$ cat config.mk
export PLATFORM = sky130hd
export DESIGN_NAME = wdg_vecsvc
export DESIGN_NICKNAME = d
export VERILOG_FILES = /design/src/rtl/wdg_pkg.sv /design/src/rtl/wdg_bus_dec.sv /design/src/rtl/wdg_mon_gate.sv /design/src/rtl/wdg_count.sv /design/src/rtl/wdg_vecsvc.sv
export SDC_FILE = /design/constraint.sdc
export NUM_CORES = 1
export LEC_CHECK = 0
export BUFFER_PORTS_ARGS = -buffer_cell sky130_fd_sc_hd__buf_2
export CORE_MARGIN = 2
export CORE_UTILIZATION = 36
export CTS_BUF_LIST = sky130_fd_sc_hd__clkbuf_8
export DETAILED_ROUTE_END_ITERATION = 16
export HOLD_SLACK_MARGIN = 0.03
export PLACE_DENSITY = 0.63
export SYNTH_ARGS = -nofsm -noshare
export SYNTH_HDL_FRONTEND = slang
export SYNTH_SLANG_ARGS = --single-unit
export TNS_END_PERCENT = 100
$ cat constraint.sdc
create_clock -name clk_i -period 1.6 [get_ports clk_i]
set_input_delay 0.24 -clock clk_i [delete_from_list [all_inputs] [get_ports clk_i]]
set_output_delay 0.24 -clock clk_i [all_outputs]
set_load 0.01 [all_outputs]
$ cat src/rtl/wdg_pkg.sv
package wdg_pkg;

    typedef enum logic [1:0] {
        LPM_RUN  = 2'b00,
        LPM_WAIT = 2'b01,
        LPM_STOP = 2'b10
    } lpm_e;

    typedef struct packed {
        logic svc;    // service write at the shared address
        logic fetch;  // vector fetch read
        logic vsel;   // read of the shared address
    } bus_hit_t;

endpackage

$ cat src/rtl/wdg_bus_dec.sv
module wdg_bus_dec
    import wdg_pkg::*;
#(
    parameter int unsigned        ADDR_W     = 16,
    parameter logic [ADDR_W-1:0]  SVC_ADDR   = '1,
    parameter logic [ADDR_W-1:0]  FETCH_ADDR = {{(ADDR_W-1){1'b1}}, 1'b0}
) (
    input  logic [ADDR_W-1:0] addr_i,
    input  logic              rd_i,
    input  logic              wr_i,
    output bus_hit_t          hit_o
);
    logic at_svc;
    logic at_fetch;

    always_comb begin
        at_svc      = (addr_i == SVC_ADDR);
        at_fetch    = (addr_i == FETCH_ADDR);
        hit_o.svc   = wr_i & at_svc;
        hit_o.vsel  = rd_i & at_svc;
        hit_o.fetch = rd_i & at_fetch;
    end
endmodule

$ cat src/rtl/wdg_mon_gate.sv
module wdg_mon_gate (
    input  logic clk_i,
    input  logic por_n_i,
    input  logic mon_entry_i,
    input  logic tst_irq_i,
    input  logic tst_rst_i,
    output logic blocked_o
);
    typedef struct packed {
        logic hold;   // follows the test-voltage pins
        logic latch;  // kept until power-on reset
    } mon_st_t;

    mon_st_t st_d, st_q;

    always_comb begin
        st_d = st_q;
        if (st_q.hold && !tst_irq_i && !tst_rst_i) begin
            st_d.hold = 1'b0;
        end
        if (mon_entry_i) begin
            if (tst_irq_i) begin
                st_d.hold = 1'b1;
            end else begin
                st_d.latch = 1'b1;
            end
        end
    end

    always_ff @(posedge clk_i or negedge por_n_i) begin
        if (!por_n_i) begin
            st_q <= '0;
        end else begin
            st_q <= st_d;
        end
    end

    assign blocked_o = st_q.hold | st_q.latch;
endmodule

$ cat src/rtl/wdg_count.sv
module wdg_count #(
    parameter int unsigned PRE_W   = 4,
    parameter int unsigned SHORT_W = 13,
    parameter int unsigned LONG_W  = 18
) (
    input  logic clk_i,
    input  logic por_n_i,
    input  logic en_i,
    input  logic rate_i,
    input  logic svc_i,
    input  logic fetch_i,
    output logic tmo_o
);
    localparam int unsigned HI_W = LONG_W - PRE_W;
    localparam logic [LONG_W-1:0]  TERM_LONG  = {{HI_W{1'b1}}, {PRE_W{1'b0}}};
    localparam logic [SHORT_W-1:0] TERM_SHORT = {{(SHORT_W-PRE_W){1'b1}}, {PRE_W{1'b0}}};

    typedef struct packed {
        logic [LONG_W-1:0] cnt;
        logic              pulse;
    } cnt_st_t;

    cnt_st_t st_d, st_q;
    logic    at_term;

    always_comb begin
        if (rate_i) begin
            at_term = (st_q.cnt[SHORT_W-1:0] == TERM_SHORT);
        end else begin
            at_term = (st_q.cnt == TERM_LONG);
        end

        st_d       = st_q;
        st_d.pulse = 1'b0;
        if (en_i) begin
            if (at_term) begin
                st_d.cnt   = '0;
                st_d.pulse = 1'b1;
            end else begin
                st_d.cnt = st_q.cnt + 1'b1;
            end
        end
        if (svc_i) begin
            st_d.cnt[LONG_W-1:PRE_W] = '0;
        end
        if (fetch_i) begin
            st_d.cnt[PRE_W-1:0] = '0;
        end
    end

    always_ff @(posedge clk_i or negedge por_n_i) begin
        if (!por_n_i) begin
            st_q <= '0;
        end else begin
            st_q <= st_d;
        end
    end

    assign tmo_o = st_q.pulse;
endmodule

$ cat src/rtl/wdg_vecsvc.sv
module wdg_vecsvc
    import wdg_pkg::*;
#(
    parameter int unsigned        ADDR_W     = 16,
    parameter int unsigned        DATA_W     = 8,
    parameter logic [ADDR_W-1:0]  SVC_ADDR   = '1,
    parameter logic [ADDR_W-1:0]  FETCH_ADDR = {{(ADDR_W-1){1'b1}}, 1'b0},
    parameter int unsigned        PRE_W      = 4,
    parameter int unsigned        SHORT_W    = 13,
    parameter int unsigned        LONG_W     = 18
) (
    input  logic              clk_i,
    input  logic              por_n_i,
    input  logic [ADDR_W-1:0] addr_i,
    input  logic              rd_i,
    input  logic              wr_i,
    input  logic [DATA_W-1:0] vec_lo_i,
    output logic [DATA_W-1:0] rdata_o,
    output logic              rdata_en_o,
    input  logic              cfg_dis_i,
    input  logic              cfg_rate_i,
    input  logic [1:0]        lpm_i,
    input  logic              mon_entry_i,
    input  logic              tst_irq_i,
    input  logic              tst_rst_i,
    output logic              tmo_o
);
    bus_hit_t hit;
    logic     mon_blocked;
    logic     count_en;

    wdg_bus_dec #(
        .ADDR_W    (ADDR_W),
        .SVC_ADDR  (SVC_ADDR),
        .FETCH_ADDR(FETCH_ADDR)
    ) u_dec (
        .addr_i(addr_i),
        .rd_i  (rd_i),
        .wr_i  (wr_i),
        .hit_o (hit)
    );

    wdg_mon_gate u_mon (
        .clk_i      (clk_i),
        .por_n_i    (por_n_i),
        .mon_entry_i(mon_entry_i),
        .tst_irq_i  (tst_irq_i),
        .tst_rst_i  (tst_rst_i),
        .blocked_o  (mon_blocked)
    );

    always_comb begin
        count_en   = !cfg_dis_i && !mon_blocked && (lpm_i != LPM_STOP);
        rdata_en_o = hit.vsel;
        rdata_o    = hit.vsel ? vec_lo_i : '0;
    end

    wdg_count #(
        .PRE_W  (PRE_W),
        .SHORT_W(SHORT_W),
        .LONG_W (LONG_W)
    ) u_cnt (
        .clk_i  (clk_i),
        .por_n_i(por_n_i),
        .en_i   (count_en),
        .rate_i (cfg_rate_i),
        .svc_i  (hit.svc),
        .fetch_i(hit.fetch),
        .tmo_o  (tmo_o)
    );
endmodule

After elaboration in Yosys (flattened, before gate mapping)
Index checks and enable logic that the tools add are counted.
Widths: inputs -> output; s select.
{"block": "word_totals", "elab_cells": 38, "input_bits": 35, "romBits": 0, "out_inout_bits": 10, "ff_bits": 21, "memories": 0, "latchBits": 0, "mem_bits_rw": 0}
{"block": "op_classes", "multipliers": 0, "n_div": 0, "n_mux": 11, "n_bitwise": 5, "addsub": 1, "n_eq_ne": 5, "n_lt_le_gt_ge": 0, "n_reduce_logical": 11, "n_shift": 0}
{"operator": "$eq 16x16->1 const B", "count": 2}
{"operator": "$mux 19", "count": 1}
{"operator": "$add 18x1->18 const B", "count": 1}
{"operator": "$eq 18x18->1 const B", "count": 1}
{"operator": "$mux 18", "count": 1}
{"operator": "$mux 14", "count": 1}
{"operator": "$eq 13x13->1 const B", "count": 1}
{"operator": "$mux 8", "count": 1}
{"operator": "$mux 1", "count": 5}
{"operator": "$logic_and 1x1->1", "count": 4}
{"operator": "$logic_not 1->1", "count": 4}
{"operator": "$mux 4", "count": 1}
{"operator": "$reduce_bool 2->1", "count": 2}
{"operator": "$and 1x1->1", "count": 3}
{"operator": "$mux 2", "count": 1}
{"operator": "$ne 2x2->1 const B", "count": 1}
{"operator": "$reduce_and 2->1", "count": 1}
{"operator": "$not 1->1", "count": 1}
{"operator": "$or 1x1->1", "count": 1}

Depth between registers and ports, before layout
Gate-level depths: netlist of run 1.
{"block": "depth", "word_depth": 6, "ltp_mapped": 8, "depth_no_buf": 7}

By module
Synthesis of run 1 repeated with hierarchy kept, for this count alone.
{"block": "hier_totals", "hier_cells": 156, "area_unflattened_um2": 1395.1}
{"module": "wdg_count", "cells_per_inst": 130, "seq_area_each_um2": 475.5, "instances": 1, "area_each_um2": 1184.9}
{"module": "wdg_mon_gate", "cells_per_inst": 8, "seq_area_each_um2": 50.0, "instances": 1, "area_each_um2": 80.1}
{"module": "wdg_vecsvc", "cells_per_inst": 10, "seq_area_each_um2": 0.0, "instances": 1, "area_each_um2": 66.3}
{"module": "wdg_bus_dec", "cells_per_inst": 8, "seq_area_each_um2": 0.0, "instances": 1, "area_each_um2": 63.8}

Least setup slack after synthesis of run 1
OpenSTA, ideal clock, no wires.
{"block": "synth_timing", "path_kind": "register -> register", "startpoint": "register u_mon.st_q[0] (netlist name)", "endpoint": "register u_cnt.st_q[16] (netlist name)", "n_path_buf": 1, "synth_period_minus_slack_ns": 1.618, "t_required_ns": 1.518, "path_stages_with_launch": 5, "setup_slack_ns": -0.018, "setup_time_ns": 0.082, "arrival_time_ns": 1.536, "cell_sequence": "dfrtp_1 or4_1 buf_2 or3_1 a31oi_1"}
{"block": "synth_via", "elab_chain_cells": 5}
{"element": "from (decl)", "line": "wdg_mon_gate.sv:14", "text": "mon_st_t st_d, st_q;"}
{"element": "from (signal assigned)", "line": "wdg_mon_gate.sv:34", "text": "st_q <= st_d;"}
{"element": "$or 1x1->1", "line": "wdg_mon_gate.sv:38", "text": "assign blocked_o = st_q.hold | st_q.latch;"}
{"element": "$logic_not 1->1", "line": "wdg_vecsvc.sv:53", "text": "count_en = !cfg_dis_i && !mon_blocked && (lpm_i != LPM_STOP);"}
{"element": "$logic_and 1x1->1 (2 in series)", "line": "wdg_vecsvc.sv:53"}
{"element": "$reduce_bool 2->1 (no source line)"}
{"element": "to (signal assigned)", "line": "wdg_count.sv:55", "text": "st_q <= st_d;"}
{"element": "to (decl)", "line": "wdg_count.sv:23", "text": "cnt_st_t st_d, st_q;"}
Every way passes these cells.
A chain may end at the register's enable or synchronous reset.

Worst setup path in the final report of run 1
{"block": "layout_timing", "startpoint": "register u_mon.st_q[1] (netlist name)", "endpoint": "register u_cnt.st_q[11] (netlist name)"}
The elaborated chain is that of the path after synthesis.

==> results of run 1 <==
## per-stage QoR
stage | util (%) | area [um^2] | instances | hold slack (ps) | setup slack, ps
floorplan | - | 1290 | 153 | -55.6 | 14.1
finish | 61.2 | 2070 | 278 | 197 | -65.2
detailed placement | 50.2 | 1700 | 258 | 227 | -43.6
global route | 61.2 | 2070 | 278 | 201 | -140
global placement | 50.2 | 1700 | 258 | 228 | 4.79
CTS | 55.5 | 1880 | 272 | 201 | -27.5
## cell families after synthesis
group | count (synthesis) | synth area share (%)
compound gates | 34 | 16.2
xor+xnor | 1 | 0.682
fa+ha+maj | 2 | 1.95
buf+inv | 12 | 3.80
flops | 21 | 40.9
simple gates | 83 | 36.5
## per-layer routing
layer | GRT usage [%] | vias to the layer above | share of wire, %
met2 | 36.8 | 67 | 54
met1 | 21.0 | 765 | 38
met4 | 5.71 | 0 | 1.9
met3 | 1.79 | 8 | 5.6
li1 | - | 730 | -
met5 | 0 | - | 0
## registers in the layout (all words and copies together) (netlist names)
signal	count
u_cnt.st_q	18
u_mon.st_q	2
u_cnt.tmo_o	1
## layout make-up
cell class,instances,area (um^2),share of cell area [%]
sequential,21,526,25.3
timing repair buffer,80,561,27.0
multi-input combinational,122,866,41.7
tap,46,57.6,2.77
clock buffer,3,41.3,1.99
clock inverter,1,5.00,0.241
inverter,5,18.8,0.905
## power breakdown
group / switching, uW / internal (uW)
combinational: 81.4 / 94.9
sequential: 22.7 / 550
clock: 174 / 173
total: 278 / 818
## what timing repair did
item / in CTS / in global routing
hold endpoints to repair: 21 / 0
setup buffers: 7 / 5
endpoints found under the setup margin: 20 / 26
hold buffers: 1 / 0
resized for setup: 14 / 34
pin swaps: 6 / 15
cloned: 2 / 1
## placed cells by master (no fill, tap or decap), types with 2 or more instances in the layout
master	synthesis	layout
nand3_1	13	11
buf_4	0	32
buf_6	0	12
a211oi_1	2	2
and2_1	8	3
and2_4	0	5
and3_4	0	2
a21oi_2	0	3
nor3_2	0	3
dfrtp_1	21	21
nor2_2	0	2
nand4_1	8	8
clkbuf_8	0	3
a21oi_1	14	11
or3_4	0	2
or3_1	5	3
inv_1	5	5
nand2_2	0	2
nand3_2	0	2
and3_1	4	3
buf_2	3	35
a31oi_1	4	3
a311oi_1	5	5
nor4_1	5	3
nand2_1	15	13
or4_4	0	2
ha_2	0	2
nor2_1	13	10
o21ai_0	6	5
nor4_4	1	3
## path summary, 6_finish.rpt
| kind | from | to | depth (start not counted) |
|---|---|---|---|
| setup reg to reg | u_mon.st_q[1] | u_cnt.st_q[11] | 3 |
| hold / removal | mon_entry_i | u_mon.st_q[0] | 2 |
| max in group asynchronous | por_n_i | u_cnt.st_q[4] | 2 |
| min in group asynchronous | por_n_i | u_cnt.st_q[15] | 2 |
| hold reg to reg | u_cnt.st_q[17] | u_cnt.st_q[17] | 1 |
| setup / recovery | u_mon.st_q[1] | u_cnt.st_q[11] | 3 |
==> metrics, run 1 <==
syn_nets 190; routability cong. about 0.86; WS Path Type reg -> reg; Avg Inst Size Synth 8.39 um^2; number of global-route vias before repair approximately 1500; Max VDD drop 0.359 mV; worst skew pair latency roughly 260 ps; Synth Instances 153; Fillers about 280; CORE AREA 3390 um^2; diode count 0; port bufs 44; fraction of layout cells with a size suffix above 1 ~50%; most frequent cells after synthesis dfrtp_1, nand2_1, a21oi_1; clk slew on worst S/H paths about 80 ps; worst endpoint required time ~1800 ps; antenna violations before repair 0; Initial Util a little under two fifths; largest net degree at the start of global routing 22; area leader, netlist dfrtp_1; main flop type after synthesis dfrtp_1; R2R Setup Slk -70 ps; final wirelength about 4.1 mm; Die W between 60 and 70 um; Slew Limit Fails 0; TritonRoute pass-1 iters 4; Leak ~0.00095 uW; top post-synthesis cells by area dfrtp_1, a21oi_1, nand3_1; DRC Markers 0; Yosys warnings 0; worst path bufs/invs 0; EDFF count, synth 0; Post-synth ARST share 100%; final setup vio count 18; setup repair after global routing missed its margin true; Sink Count 21; fmax 601 MHz; flops & latches, synth 21; failing checks setup timing; post-DP HPWL 2.56 mm; clk buf depth 2; sequential element share of the synthesized area about 40%; Max Cap Viol 0; num ports 45; skew final between 8 and 9 ps; Post-Route Setup TNS -512 ps; DRT iter0 DRCs between 90 and 100; Worst setup EP type flip-flop; critical path data arrival time around 1900 ps; Num CTS Buffers 3; top-area cell type share of the netlist area approximately two fifths; Final min period around 1700 ps; Overall Global Routing Usage around a fifth; synth unique cells 32; Fin. Hold Viols 0; chip height about 64 um; H-tree Lvls 1; CTS tree yes; Crit path largest cell delay about 630 ps; total congestion overflow 0; drt wl/cell approximately 15 um; CP max stage cell or4_4; Routed Antenna Nets 0; final setup margin -65.2 ps; Final nets 270; crit path launch type flip-flop; synthesized cell area 1280 um^2; cell chain of the critical path or4_4, or3_1, a31oi_1; Least-Margin Pin Slew roughly 480 ps; Slew HR 67.7%; Layout area overhead 61.6%; row count 21; vias per inst between 5 and 6; root buffer cell clkbuf_8; Overall Power 1100 uW; status complete, but fails checks; count leader, synth dfrtp_1; via total after detailed routing around 1600; Final Cycle Share 104%; Worst Path Max Fanout 6; delay-heaviest family, CP simple AND/OR/NAND/NOR gates; die area 4060 um^2; Min-Delay Path Class in -> reg; global-route wire length before repair between 6 and 7 mm; Pwr per Cell Area 528 nW/um^2
(Power assumes the default switching activity.)
==> inputs of run 2 (changes only) <==
--- a/config.mk
+++ b/config.mk
@@ -6,12 +6,14 @@
 export NUM_CORES = 1
 export LEC_CHECK = 0
 export BUFFER_PORTS_ARGS = -buffer_cell sky130_fd_sc_hd__buf_2
+export CORE_ASPECT_RATIO = 1.25
 export CORE_MARGIN = 2
 export CORE_UTILIZATION = 36
 export CTS_BUF_LIST = sky130_fd_sc_hd__clkbuf_8
 export DETAILED_ROUTE_END_ITERATION = 16
 export HOLD_SLACK_MARGIN = 0.03
 export PLACE_DENSITY = 0.63
+export RECOVER_POWER = 50
 export SYNTH_ARGS = -nofsm -noshare
 export SYNTH_HDL_FRONTEND = slang
 export SYNTH_SLANG_ARGS = --single-unit
==> run 2 against run 1 <==
Effect of this change:
- the flow still finishes with violations (setup timing)
- sequential power is 0.7% lower
- die area hardly changed
- sequential share of layout area is 1.9 points lower
- setup slack worse by 85 ps
- cell area is 8.2% higher
- critical endpoint is now u_cnt.st_q[18]
==> metrics, run 2 (synthesized netlist as in run 1, its figures left out) <==
Setup WS pre-CTS -118 ps; Final nets ~280; Final min period roughly 1800 ps; global-route wire length before repair roughly 6.5 mm; routability cong. about 0.84; H-tree Lvls 1; max reg flops 18; Die W about 57 um; final setup vio count 18; commonest non-fill, non-tap cell in the layout buf_4; worst endpoint required time between 1500 and 2000 ps; Fin. Hold Viols 0; post-DP HPWL approximately 2.7 mm; clk slew on worst S/H paths about 80 ps; critical path data arrival time 1940 ps; Worst setup EP type flip-flop; Overall Power roughly 1200 uW; Area after DPL approximately 1800 um^2; Layout area overhead 74.9%; Min-Delay Path Class in -> reg; DRT iter0 DRCs 94; fmax roughly 570 MHz; Pwr per Cell Area 529 nW/um^2; skew final 2.21 ps; clk buf depth 2; TritonRoute pass-1 iters 4; total congestion overflow 0; drt wl/cell 15.9 um; Final Cycle Share 109%; WS Path Type reg -> reg; failing checks setup timing; Biggest register u_cnt.st_q; via total after detailed routing 1613; Routed Antenna Nets 0; Initial Util 37.2%; Final Non-Filler Cells between 200 and 300; Finished Core Util between 60% and 70%; Slew Limit Fails 0; die area between 4000 and 5000 um^2; diode count 0; num ports 45; fraction of layout cells with a size suffix above 1 56.6%; worst skew pair latency between 200 and 300 ps; final setup margin -150 ps; chip height 70.8 um; DRC Markers 0; crit path launch type flip-flop; number of global-route vias before repair roughly 1500; most frequent cells in the layout buf_4, buf_2, dfrtp_1; final wirelength 4.50 mm; fin area about 2200 um^2; Max Cap Viol 0; placed cells 261; Leak between 0.001 and 0.0015 uW; vias per inst 5.70; status complete, but fails checks; Sink Count 21; CTS tree yes; largest net degree at the start of global routing 22; antenna violations before repair 0; CORE AREA 3450 um^2; root buffer cell clkbuf_8; port bufs 44; Least-Margin Pin Slew 554 ps; row count 24; Max VDD drop roughly 0.48 mV; setup repair after global routing missed its margin true; Slew HR 63.0%; Worst Path Max Fanout 3; Num CTS Buffers 3; Overall Global Routing Usage a little over 20%
## run 2: cell count changes in the layout (fill, tap and decap cells not counted), moves of 2 or more
| cell | change |
|---|---|
| buf_4 | +7 |
| nand3_2 | +3 |
| nand3_1 | -5 |
| o21ai_2 | +3 |
| or3_4 | -2 |
| o21ai_0 | -3 |
| buf_6 | +2 |
| or3_1 | +2 |
| nand3_4 | +2 |
## run 2: final timing paths
kind,from,end,slack (ps),cells past startpoint
max,u_cnt.st_q[1],u_cnt.st_q[18],-150,7
max in group asynchronous,por_n_i,u_mon.st_q[0],760,2
min,mon_entry_i,u_mon.st_q[0],190,2
min reg2reg,u_cnt.st_q[12],u_cnt.st_q[12],580,2
min in group asynchronous,por_n_i,u_cnt.tmo_o,480,2
max reg2reg,u_cnt.st_q[1],u_cnt.st_q[18],-150,7
## run 2: final cells by class
class / instances / area (um^2)
fill: 274 / 1210
multi-input combinational: 122 / 946
timing repair buffer: 92 / 659
sequential: 21 / 526
tap: 39 / 48.8
clock buffer: 3 / 41.3
inverter: 5 / 18.8
clock inverter: 1 / 5.00
## run 2: report_power, final
| part | internal (uW) | total (uW) | switching [uW] |
|---|---|---|---|
| combinational | 128 | 243 | 115 |
| sequential | 550 | 569 | 19.6 |
| clock | 174 | 374 | 200 |
## run 2: what timing repair did
action	in CTS	in global routing
hold endpoints to repair	21	0
buffers inserted	7	7
gates resized for setup	20	49
setup endpoints to repair	22	27
cloned	1	2
pin swaps	8	19
hold buffers	1	0
## run 2: routing by layer
| layer | GRT usage (%) | vias up | share of wire (%) | wire (um) |
|---|---|---|---|---|
| met5 | 0 | - | 0 | 0 |
| met4 | 7.49 | 0 | 1.4 | 64 |
| met3 | 3.29 | 6 | 7.0 | 314 |
| met2 | 37.8 | 94 | 54 | 2420 |
| met1 | 22.1 | 755 | 38 | 1710 |
| li1 | - | 758 | - | - |
## run 2: per-stage QoR
step                      hold slack [ps]  TNS [ps]
after floorplan                     -55.6         0
after global placement                222     -50.0
after detailed placement              230     -1150
after CTS                             198      -133
after global routing                  198     -2500
final                                 186     -1290
## run 2: worst max-delay path, stage by stage, from the launching register on
cell and delay (ps):
dfrtp_1 400, buf_4 140, nand4_1 110, buf_4 180, nor4_4 170, nand4_1 160
or3_1 330, a31oi_1 190
==> inputs of run 3 (changes only) <==
--- a/config.mk
+++ b/config.mk
@@ -12,7 +12,7 @@
 export CTS_BUF_LIST = sky130_fd_sc_hd__clkbuf_8
 export DETAILED_ROUTE_END_ITERATION = 16
 export HOLD_SLACK_MARGIN = 0.03
-export PLACE_DENSITY = 0.63
+export PLACE_DENSITY = 0.69
 export RECOVER_POWER = 50
 export SYNTH_ARGS = -nofsm -noshare
 export SYNTH_HDL_FRONTEND = slang
==> run 3 against run 2 <==
Effect of this change:
- combinational power is 5% lower
- cell area is 11% lower
- largest cell class unchanged
- largest power group unchanged
- utilization is 6.9 points lower
- clock power is 4% lower
- cell count is 1.1% lower
- the run still ends with setup timing left
- routed wire length is 16% lower
==> metrics, run 3 (synthesized netlist as in run 1, its figures left out) <==
status complete, but fails checks; failing checks setup timing; global-route wire length before repair between 6 and 7 mm; final wirelength 3.79 mm; Worst Path Max Fanout 5; Num CTS Buffers 3; final setup margin -33.9 ps; antenna violations before repair 0; Final min period between 1500 and 2000 ps; Slew HR 64.6%; Slew Limit Fails 0; Min-Delay Path Class in -> reg; Comb pwr share between 10% and 20%; clk slew on worst S/H paths ~80 ps; root buffer cell clkbuf_8; routability cong. 0.790; fraction of layout cells with a size suffix above 1 between 40% and 50%; R2R cell count 6; port bufs 44; total congestion overflow 0; Reg power frac between 40% and 50%; Final nets about 280; Layout area overhead 56.3%; DRC Markers 0; Overall Global Routing Usage a little under a fifth; Biggest register u_cnt.st_q; num ports between 40 and 50; Die W 57.4 um; CORE AREA 3450 um^2; Leak approximately 0.00095 uW; max reg flops 18; reg-to-reg endpoint u_cnt.st_q[18]; TritonRoute pass-1 iters 4; NetSw 297 uW; clk buf depth 2; largest net degree at the start of global routing 22; placed cells around 260; CTS tree yes; chip height roughly 71 um; critical path data arrival time around 1800 ps; vias per inst 5.44; commonest non-fill, non-tap cell in the layout buf_2; Final Cycle Share 102%; Worst setup startpoint u_cnt.st_q[10]; final setup vio count 5; R2R Setup Slk -30 ps; Routed Antenna Nets 0; Fin. Hold Viols 0; crit path launch type flip-flop; skew final between 2 and 2.5 ps; Least-Margin Pin Slew ~530 ps; diode count 0; worst endpoint required time about 1800 ps; crit path to u_cnt.st_q[18]; Post-Route Setup TNS -57.8 ps; setup repair after global routing missed its margin true; number of global-route vias before repair 1438; WS Path Type reg -> reg; Max VDD drop approximately 0.53 mV; internal power around 860 uW; Initial Util 37.2%; worst skew pair latency approximately 260 ps; DRT iter0 DRCs between 40 and 50; Pwr per Cell Area just under 600 nW/um^2; fmax slightly above 600 MHz; most frequent cells in the layout buf_2, buf_4, dfrtp_1; row count 24; drt wl/cell about 14 um; post-DP HPWL ~2.6 mm; Net Sw Frac 25.6%; Sink Count 21; via total after detailed routing 1524; Clock Power Share a little under a third; R2R Path Start u_cnt.st_q[10]; Final Non-Filler Cells 280; die area 4060 um^2; Worst setup EP type flip-flop; H-tree Lvls 1; Max Cap Viol 0
-- run 3: cell count changes in the layout (fill, tap and decap cells not counted), sizes merged --
cell,delta
buf,-4
inv,+1
clkbuf,+1
clkdlybuf4s15,+1
and3,-1
clkinv,-1
-- run 3: final cells by class --
class | instances | area, um^2
fill | 315 | 1450
multi-input combinational | 121 | 790
timing repair buffer | 90 | 579
sequential | 21 | 526
tap | 39 | 48.8
clock buffer | 3 | 41.3
inverter | 5 | 18.8
clock inverter | 1 | 3.75
-- run 3: worst min-delay path by stage --
stage,cells after the start,start,endpoint,slack (ps)
after global routing,2,mon_entry_i,u_mon.st_q[0],200
after detailed placement,1,por_n_i,u_cnt.tmo_o,230
after global placement,1,por_n_i,u_cnt.st_q[8],230
after CTS,2,mon_entry_i,u_mon.st_q[0],190
after floorplan,0,por_n_i,u_cnt.st_q[10],-60
final,2,mon_entry_i,u_mon.st_q[0],190
-- run 3: critical path: stages, from the launching register on --
cell and delay [ps]:
dfrtp_1 400, nand4_1 140, buf_6 160, nor4_4 260, nand4_1 130, or3_1 320, a31oi_1 160
-- run 3: timing repair --
| action | 4_1_cts | 5_1_grt |
|---|---|---|
| endpoints found under the hold margin | 21 | 0 |
| pin swaps | 3 | 4 |
| gates resized for setup | 7 | 14 |
| endpoints found under the setup margin | 17 | 26 |
| gates cloned | 0 | 2 |
| hold buffers | 1 | 0 |
| buffers inserted | 8 | 2 |
-- run 3: metal layers --
layer	global-route usage (%)	share of wire, %
met3	2.56	6.2
met1	22.0	41
met2	33.6	51
met5	0	0
met4	5.17	1.6
-- run 3: per-stage QoR --
stage	util, %	cell area, um^2	setup slack [ps]	power (uW)	hold slack, ps
CTS	55.7	1920	-30.4	1150	194
global route	58.1	2010	-205	1210	203
finish	58.1	2010	-33.9	1160	191
floorplan	-	1290	14.1	626	-55.6
global placement	51.8	1790	-24.3	731	226
detailed placement	51.8	1790	-32.9	737	229
-- run 3: power groups by stage --
| stage | Clock (uW) | Sequential [uW] | Combinational (uW) |
|---|---|---|---|
| detailed placement | 0 | 579 | 158 |
| CTS | 360 | 568 | 226 |
| global placement | 0 | 578 | 154 |
| global route | 385 | 573 | 254 |
| finish | 358 | 570 | 231 |
| floorplan | 0 | 579 | 46.4 |
